**config.mk**
```make
export PLATFORM = sky130hd
export DESIGN_NAME = msgout_sender
export DESIGN_NICKNAME = d
export VERILOG_FILES = /design/src/rtl/msgout_pkg.sv /design/src/rtl/msgout_buffer.sv /design/src/rtl/msgout_atn.sv /design/src/rtl/msgout_seq.sv /design/src/rtl/msgout_sender.sv
export SDC_FILE = /design/constraint.sdc
export NUM_CORES = 1
export LEC_CHECK = 0
export CAP_MARGIN = 20
export CORE_MARGIN = 2
export CORE_UTILIZATION = 45
export CTS_CLUSTER_SIZE = 14
export DETAILED_ROUTE_END_ITERATION = 10
export PLACE_DENSITY_LB_ADDON = 0.12
export SYNTH_ARGS = -nofsm -noshare
export SYNTH_HDL_FRONTEND = slang
export SYNTH_SLANG_ARGS = --single-unit
```
**constraint.sdc**
```tcl
create_clock -name clk -period 3.1 [get_ports clk]
set_input_delay 0.93 -clock clk [delete_from_list [all_inputs] [get_ports clk]]
set_output_delay 0.93 -clock clk [all_outputs]
set_load 0.1 [all_outputs]
```
**src/rtl/msgout_pkg.sv**
```systemverilog
package msgout_pkg;

    localparam int unsigned BYTE_W      = 8;
    localparam int unsigned MSG_DEPTH   = 8;
    localparam logic [BYTE_W-1:0] NOP_CODE = 8'h08;
    localparam logic [2:0]  PH_MSG_OUT  = 3'b110;

    typedef logic [BYTE_W-1:0] msg_byte_t;

    typedef enum logic [1:0] {
        RSN_SENT     = 2'd0,
        RSN_MISMATCH = 2'd1,
        RSN_BUSFREE  = 2'd2,
        RSN_RESEND   = 2'd3
    } reason_e;

    typedef enum logic [2:0] {
        ST_IDLE,
        ST_WAIT_REQ,
        ST_ISSUE,
        ST_WAIT_ACK,
        ST_SNOOP
    } seq_state_e;

    typedef struct packed {
        logic    valid;
        reason_e why;
    } exit_t;

    typedef struct packed {
        logic fill_nop;
        logic clear;
    } buf_cmd_t;

    function automatic logic phase_is_msgout(input logic [2:0] ph);
        return ph == PH_MSG_OUT;
    endfunction

endpackage

```
**src/rtl/msgout_buffer.sv**
```systemverilog
module msgout_buffer
    import msgout_pkg::*;
#(
    parameter int unsigned DEPTH = MSG_DEPTH,
    parameter int unsigned LEN_W = $clog2(DEPTH + 1),
    parameter int unsigned IDX_W = $clog2(DEPTH)
) (
    input  logic                    clk,
    input  logic                    rst,
    input  logic                    load_i,
    input  logic [LEN_W-1:0]        load_len_i,
    input  logic [DEPTH*BYTE_W-1:0] load_bytes_i,
    input  buf_cmd_t                cmd_i,
    input  logic [IDX_W-1:0]        rd_idx_i,
    output logic [LEN_W-1:0]        len_o,
    output msg_byte_t               rd_byte_o
);

    localparam logic [LEN_W-1:0] LEN_MAX = LEN_W'(DEPTH);
    localparam logic [LEN_W-1:0] LEN_ONE = LEN_W'(1);

    logic [LEN_W-1:0] len_q;
    logic [LEN_W-1:0] len_clamped;
    msg_byte_t        entry_q [DEPTH];

    assign len_clamped = (load_len_i > LEN_MAX) ? LEN_MAX : load_len_i;

    always_ff @(posedge clk) begin
        if (rst) begin
            len_q <= '0;
        end else if (cmd_i.clear) begin
            len_q <= '0;
        end else if (cmd_i.fill_nop) begin
            len_q <= LEN_ONE;
        end else if (load_i) begin
            len_q <= len_clamped;
        end
    end

    for (genvar g = 0; g < DEPTH; g++) begin : g_entry
        if (g == 0) begin : g_head
            always_ff @(posedge clk) begin
                if (rst) begin
                    entry_q[g] <= '0;
                end else if (cmd_i.fill_nop) begin
                    entry_q[g] <= NOP_CODE;
                end else if (load_i) begin
                    entry_q[g] <= load_bytes_i[g*BYTE_W +: BYTE_W];
                end
            end
        end else begin : g_tail
            always_ff @(posedge clk) begin
                if (rst) begin
                    entry_q[g] <= '0;
                end else if (load_i && !cmd_i.fill_nop) begin
                    entry_q[g] <= load_bytes_i[g*BYTE_W +: BYTE_W];
                end
            end
        end
    end

    assign len_o     = len_q;
    assign rd_byte_o = entry_q[rd_idx_i];

endmodule

```
**src/rtl/msgout_atn.sv**
```systemverilog
module msgout_atn (
    input  logic clk,
    input  logic rst,
    input  logic load_nonempty_i,
    input  logic resend_i,
    input  logic drop_i,
    output logic atn_o
);

    logic atn_q;

    always_ff @(posedge clk) begin
        if (rst) begin
            atn_q <= 1'b0;
        end else if (drop_i) begin
            atn_q <= 1'b0;
        end else if (load_nonempty_i || resend_i) begin
            atn_q <= 1'b1;
        end
    end

    assign atn_o = atn_q;

endmodule

```
**src/rtl/msgout_seq.sv**
```systemverilog
module msgout_seq
    import msgout_pkg::*;
#(
    parameter int unsigned DEPTH = MSG_DEPTH,
    parameter int unsigned LEN_W = $clog2(DEPTH + 1),
    parameter int unsigned IDX_W = $clog2(DEPTH)
) (
    input  logic             clk,
    input  logic             rst,
    input  logic             start_i,
    input  logic [2:0]       phase_i,
    input  logic             req_i,
    input  logic             busfree_i,
    input  logic             ack_i,
    input  logic [LEN_W-1:0] len_i,
    input  msg_byte_t        rd_byte_i,
    output logic [IDX_W-1:0] rd_idx_o,
    output buf_cmd_t         buf_cmd_o,
    output logic             atn_drop_o,
    output logic             resend_o,
    output logic             last_byte_o,
    output msg_byte_t        byte_o,
    output logic             stb_o,
    output logic             done_o,
    output reason_e          reason_o
);

    localparam logic [LEN_W-1:0] LEN_ONE = LEN_W'(1);

    seq_state_e       state_q, state_d;
    logic [LEN_W-1:0] rem_q;
    logic [IDX_W-1:0] idx_q;
    msg_byte_t        byte_q;
    logic             stb_q;
    logic             done_q;
    reason_e          why_q;

    logic  mismatch;
    logic  last;
    logic  issue;
    logic  advance;
    logic  fill;
    exit_t ext;

    assign mismatch = !phase_is_msgout(phase_i);
    assign last     = (rem_q == LEN_ONE);

    always_comb begin
        state_d   = state_q;
        ext       = '{valid: 1'b0, why: RSN_SENT};
        issue     = 1'b0;
        advance   = 1'b0;
        fill      = 1'b0;
        unique case (state_q)
            ST_IDLE: begin
                if (start_i) begin
                    fill    = (len_i == '0);
                    state_d = ST_WAIT_REQ;
                end
            end
            ST_WAIT_REQ: begin
                if (mismatch) begin
                    ext     = '{valid: 1'b1, why: RSN_MISMATCH};
                    state_d = ST_IDLE;
                end else if (req_i) begin
                    state_d = ST_ISSUE;
                end
            end
            ST_ISSUE: begin
                if (mismatch) begin
                    ext     = '{valid: 1'b1, why: RSN_MISMATCH};
                    state_d = ST_IDLE;
                end else begin
                    issue   = 1'b1;
                    state_d = ST_WAIT_ACK;
                end
            end
            ST_WAIT_ACK: begin
                if (ack_i) begin
                    advance = 1'b1;
                    state_d = last ? ST_SNOOP : ST_WAIT_REQ;
                end
            end
            ST_SNOOP: begin
                if (busfree_i) begin
                    ext     = '{valid: 1'b1, why: RSN_BUSFREE};
                    state_d = ST_IDLE;
                end else if (req_i) begin
                    ext     = mismatch ? '{valid: 1'b1, why: RSN_SENT}
                                       : '{valid: 1'b1, why: RSN_RESEND};
                    state_d = ST_IDLE;
                end
            end
            default: state_d = ST_IDLE;
        endcase
    end

    always_ff @(posedge clk) begin
        if (rst) begin
            state_q <= ST_IDLE;
            rem_q   <= '0;
            idx_q   <= '0;
            byte_q  <= '0;
            stb_q   <= 1'b0;
            done_q  <= 1'b0;
            why_q   <= RSN_SENT;
        end else begin
            state_q <= state_d;
            stb_q   <= issue;
            done_q  <= ext.valid;
            if (ext.valid) begin
                why_q <= ext.why;
            end
            if (state_q == ST_IDLE && start_i) begin
                rem_q <= (len_i == '0) ? LEN_ONE : len_i;
                idx_q <= '0;
            end else if (advance) begin
                rem_q <= rem_q - LEN_ONE;
                idx_q <= idx_q + IDX_W'(1);
            end
            if (issue) begin
                byte_q <= rd_byte_i;
            end
        end
    end

    assign rd_idx_o           = idx_q;
    assign buf_cmd_o.fill_nop = fill;
    assign buf_cmd_o.clear    = ext.valid && (ext.why != RSN_RESEND);
    assign atn_drop_o         = (issue && last) ||
                                (ext.valid && ext.why == RSN_MISMATCH);
    assign resend_o           = ext.valid && (ext.why == RSN_RESEND);
    assign last_byte_o        = last;
    assign byte_o             = byte_q;
    assign stb_o              = stb_q;
    assign done_o             = done_q;
    assign reason_o           = why_q;

endmodule

```
**src/rtl/msgout_sender.sv**
```systemverilog
module msgout_sender
    import msgout_pkg::*;
#(
    parameter int unsigned DEPTH = MSG_DEPTH,
    parameter int unsigned LEN_W = $clog2(DEPTH + 1),
    parameter int unsigned IDX_W = $clog2(DEPTH)
) (
    input  logic                    clk,
    input  logic                    rst,
    input  logic                    load_i,
    input  logic [LEN_W-1:0]        load_len_i,
    input  logic [DEPTH*BYTE_W-1:0] load_bytes_i,
    input  logic                    start_i,
    input  logic [2:0]              phase_i,
    input  logic                    req_i,
    input  logic                    busfree_i,
    input  logic                    ack_i,
    output logic [BYTE_W-1:0]       msg_byte_o,
    output logic                    msg_stb_o,
    output logic                    atn_o,
    output logic                    done_o,
    output logic [1:0]              reason_o,
    output logic [LEN_W-1:0]        msg_len_o
);

    buf_cmd_t         buf_cmd;
    logic [IDX_W-1:0] rd_idx;
    msg_byte_t        rd_byte;
    logic [LEN_W-1:0] buf_len;
    logic             atn_drop;
    logic             resend;
    logic             last_byte;
    reason_e          reason;
    msg_byte_t        seq_byte;

    msgout_buffer #(
        .DEPTH (DEPTH),
        .LEN_W (LEN_W),
        .IDX_W (IDX_W)
    ) i_buffer (
        .clk          (clk),
        .rst          (rst),
        .load_i       (load_i),
        .load_len_i   (load_len_i),
        .load_bytes_i (load_bytes_i),
        .cmd_i        (buf_cmd),
        .rd_idx_i     (rd_idx),
        .len_o        (buf_len),
        .rd_byte_o    (rd_byte)
    );

    msgout_seq #(
        .DEPTH (DEPTH),
        .LEN_W (LEN_W),
        .IDX_W (IDX_W)
    ) i_seq (
        .clk         (clk),
        .rst         (rst),
        .start_i     (start_i),
        .phase_i     (phase_i),
        .req_i       (req_i),
        .busfree_i   (busfree_i),
        .ack_i       (ack_i),
        .len_i       (buf_len),
        .rd_byte_i   (rd_byte),
        .rd_idx_o    (rd_idx),
        .buf_cmd_o   (buf_cmd),
        .atn_drop_o  (atn_drop),
        .resend_o    (resend),
        .last_byte_o (last_byte),
        .byte_o      (seq_byte),
        .stb_o       (msg_stb_o),
        .done_o      (done_o),
        .reason_o    (reason)
    );

    msgout_atn i_atn (
        .clk             (clk),
        .rst             (rst),
        .load_nonempty_i (load_i && (load_len_i != '0)),
        .resend_i        (resend),
        .drop_i          (atn_drop),
        .atn_o           (atn_o)
    );

    assign msg_byte_o = seq_byte;
    assign reason_o   = reason;
    assign msg_len_o  = buf_len;

endmodule

```
==> flow_metrics.env <==
export IMPL_status="complete, no violations"
export IMPL_hold_violations=0
export IMPL_pre_cts_ws_ns=0.309
export IMPL_end_kind="flip-flop"
export IMPL_avgSynthCellArea_um2=13.1
export IMPL_r2r_end="i_seq.byte_o[1]"
export IMPL_cts_buffer_depth=2
export IMPL_ant_nets=0
export IMPL_area_growth_pct=28.7
export IMPL_synth_ff_latch_count=91
export IMPL_p_clk_share_pct=32.0
export IMPL_min_to="i_seq.reason_o[0]"
export IMPL_p_per_area_nw_per_um2=510
export IMPL_setup_tns_final_ns=0
export IMPL_grt_max_degree=59
export IMPL_die_area_um2=9960
export IMPL_synth_fp_nets=395
export IMPL_synth_common_cells="and2_1 (64), edfxtp_1 (64), dfxtp_1 (27), nor2_1 (19)"
export IMPL_clock_sinks=91
export IMPL_n_antenna_cell=0
export IMPL_dp_hpwl_um=5850
export IMPL_drive_gt1_share_pct=14.6
export IMPL_finalSetupViolCount=0
export IMPL_post_cts_resized=0
export IMPL_holdPathStages=2
export IMPL_hold_path_class="flip-flop to flip-flop"
export IMPL_max_freq_mhz=420
export IMPL_irDropWorstVdd_v=0.000224
export IMPL_rsz0062_at_grt="no"
export IMPL_async_flop_share_pct=0
export IMPL_via_per_inst=5.18
export IMPL_grt_busiest_layer="met2"
export IMPL_final_cells=518
export IMPL_seq_power_share_pct=53.6
export IMPL_grtUsageMet3_pct=3.13
export IMPL_period_needed_ns=2.38
export IMPL_clk_latency_ns=0.35
export IMPL_groute_layer_met1_usage_pct=22.6
export IMPL_synth_edff_count=64
export IMPL_overflow=0
export IMPL_synthFlopType="edfxtp_1"
export IMPL_gr_usage_all_layers_pct=17.2
export IMPL_hold_start="i_seq.reason_o[0]"
export IMPL_io_pins=95
export IMPL_drt_initial_drc_count=95
export IMPL_synth_area_leaders="edfxtp_1 (47%), dfxtp_1 (13%), and2_1 (9.7%)"
export IMPL_drv_slew=0
export IMPL_cts_max_level=3
export IMPL_yosysWarnings=0
export IMPL_switching_share_pct=24.2
export IMPL_crit_type="input port to flip-flop"
export IMPL_design_area_um2=5310
export IMPL_cts_hold_buffers=0
export IMPL_cp_required_ns=3.10
export IMPL_drc=0
export IMPL_yosys_area_top_type="edfxtp_1"
export IMPL_cts_tree="yes"
export IMPL_seq_area_frac_synth_pct=59.7
export IMPL_wire_per_inst_um=16.0
export IMPL_gp_congestion=0.804
export IMPL_netSwitchingPower_w=0.000658
export IMPL_final_nets=486
export IMPL_combPwrFrac_pct=14.5
export IMPL_r2r_cells=4
export IMPL_die_w_um=99.8
export IMPL_cts_buffers_inserted=9
export IMPL_finalCritPeriodShare_pct=76.7
export IMPL_netlist_instances=314
export IMPL_finClkSkew_ns=0.00485
export IMPL_cp_max_fo=8
export IMPL_clkSlewWorstSetupHoldPaths_ns=0.09
export IMPL_syn_area_um2=4130
export IMPL_post_cts_buffers=0
export IMPL_fin_util_pct=60.3
export IMPL_cp_start_kind="input port"
export IMPL_synthDominantCellAreaShare_pct=46.6
export IMPL_grt_pass1_wl_um=13000
export IMPL_dp_cells=502
export IMPL_fp_dieH_um=99.8
export IMPL_ys_types=45
export IMPL_p_int_w=0.00205
export IMPL_gr_usage_met2_pct=28.4
export IMPL_setup_ws_ns=0.721
export IMPL_rrSetupSlack_ns=1.10
export IMPL_first_pass_iters=4
export IMPL_grt_pass1_vias=2649
export IMPL_antenna_found_initial=0
export IMPL_num_rows=34
export IMPL_io_buffers=94
export IMPL_slew_headroom_pct=40.3
export IMPL_start_util_pct=46.9
export IMPL_max_cap_violations=0
export IMPL_max_slew_worst_pin_slew_ns=0.894
export IMPL_cts_root_buf="clkbuf_8"
export IMPL_core_area_um2=8810
export IMPL_vias=2684
export IMPL_timing_rr_start="i_seq.state_q[1]"
export IMPL_post_dp_cell_area_um2=5100
export IMPL_worstPathArrival_ns=2.38
export IMPL_leakagePower_nw=1.96
export IMPL_drt_wl_total_um=8300
[worst max path at each step]
stage,startpoint,end
floorplan,rst,i_buffer.entry_q[1][0]
detailed placement,start_i,i_buffer.entry_q[0][1]
finish,start_i,i_buffer.entry_q[0][4]
global placement,start_i,i_buffer.entry_q[0][1]
global route,start_i,i_buffer.entry_q[0][4]
CTS,start_i,i_buffer.entry_q[0][2]
[placed cells by master, fill, tap and decap left out, types with 3 or more instances in the layout]
cell type	instances
a21oi_1	9
nand2_1	10
nand3_1	3
clkdlybuf4s50_1	77
nand2b_1	5
inv_1	3
edfxtp_1	64
nor3_1	16
ha_1	3
dfxtp_1	27
o21ai_0	3
nand3b_1	6
mux4_2	16
and2_1	64
buf_4	22
clkbuf_8	9
nor3b_1	4
o22ai_1	9
nor2_1	19
[registers in the layout (all words and copies together), names as in the netlist]
signal and cells:
i_seq.rd_idx_o 3, i_seq.stb_o 1, i_seq.reason_o 2, i_buffer.entry_q 64, i_seq.state_q 3, i_buffer.len_o 4, i_atn.atn_o 1, i_seq.done_o 1
i_seq.byte_o 8, i_seq.rem_q 4
[logic make-up (layout without fill, tap and decap cells)]
kind of cell,Yosys count,after routing,synth area share [%]
adders and majority gates,3,3,0.909
and+or+nand+nor,140,140,20.2
muxes,19,19,9.49
AOI/OAI and AO/OA,33,33,5.18
buffers and inverters,24,120,3.76
xor gates and xnor gates,4,4,0.849
DFF,91,91,59.7
[per-layer routing]
metal  share of wire [%]  vias up
met3                 3.9        7
met2                  48       64
met5                   0        -
met1                  46     1278
li1                    -     1335
met4                 1.2        0
[worst max-delay path, cell delays in order]
cell and delay (ns):
clkdlybuf4s50_1 0.49, nor4b_4 0.24, buf_4 0.21, a21oi_1 0.10
nand2b_1 0.39
[final cells by class]
class	instances	area, um2
timing repair buffer	101	976
inverter	3	11.3
clock buffer	9	124
multi-input combinational	199	1510
fill	735	3490
tap	108	135
sequential	91	2460
clock inverter	7	92.6
[power groups by stage]
stage	logic, W	clock network, W	registers [W]
2_1_floorplan	0.000176	0	0.00154
3_3_place_gp	0.000392	0	0.00148
3_5_place_dp	0.000396	0	0.00148
4_1_cts	0.000398	0.000881	0.00145
5_1_grt	0.000422	0.000928	0.00146
6_report	0.000392	0.000867	0.00145
[metrics by stage]
| step | power, W | hold slack (ns) |
|---|---|---|
| final | 0.00271 | 0.466 |
| after global routing | 0.00281 | 0.497 |
| after CTS | 0.00273 | 0.468 |
| after detailed placement | 0.00188 | 0.454 |
| after global placement | 0.00187 | 0.458 |
| after floorplan | 0.00171 | 0.453 |
Power figures use the tool's default switching activity.
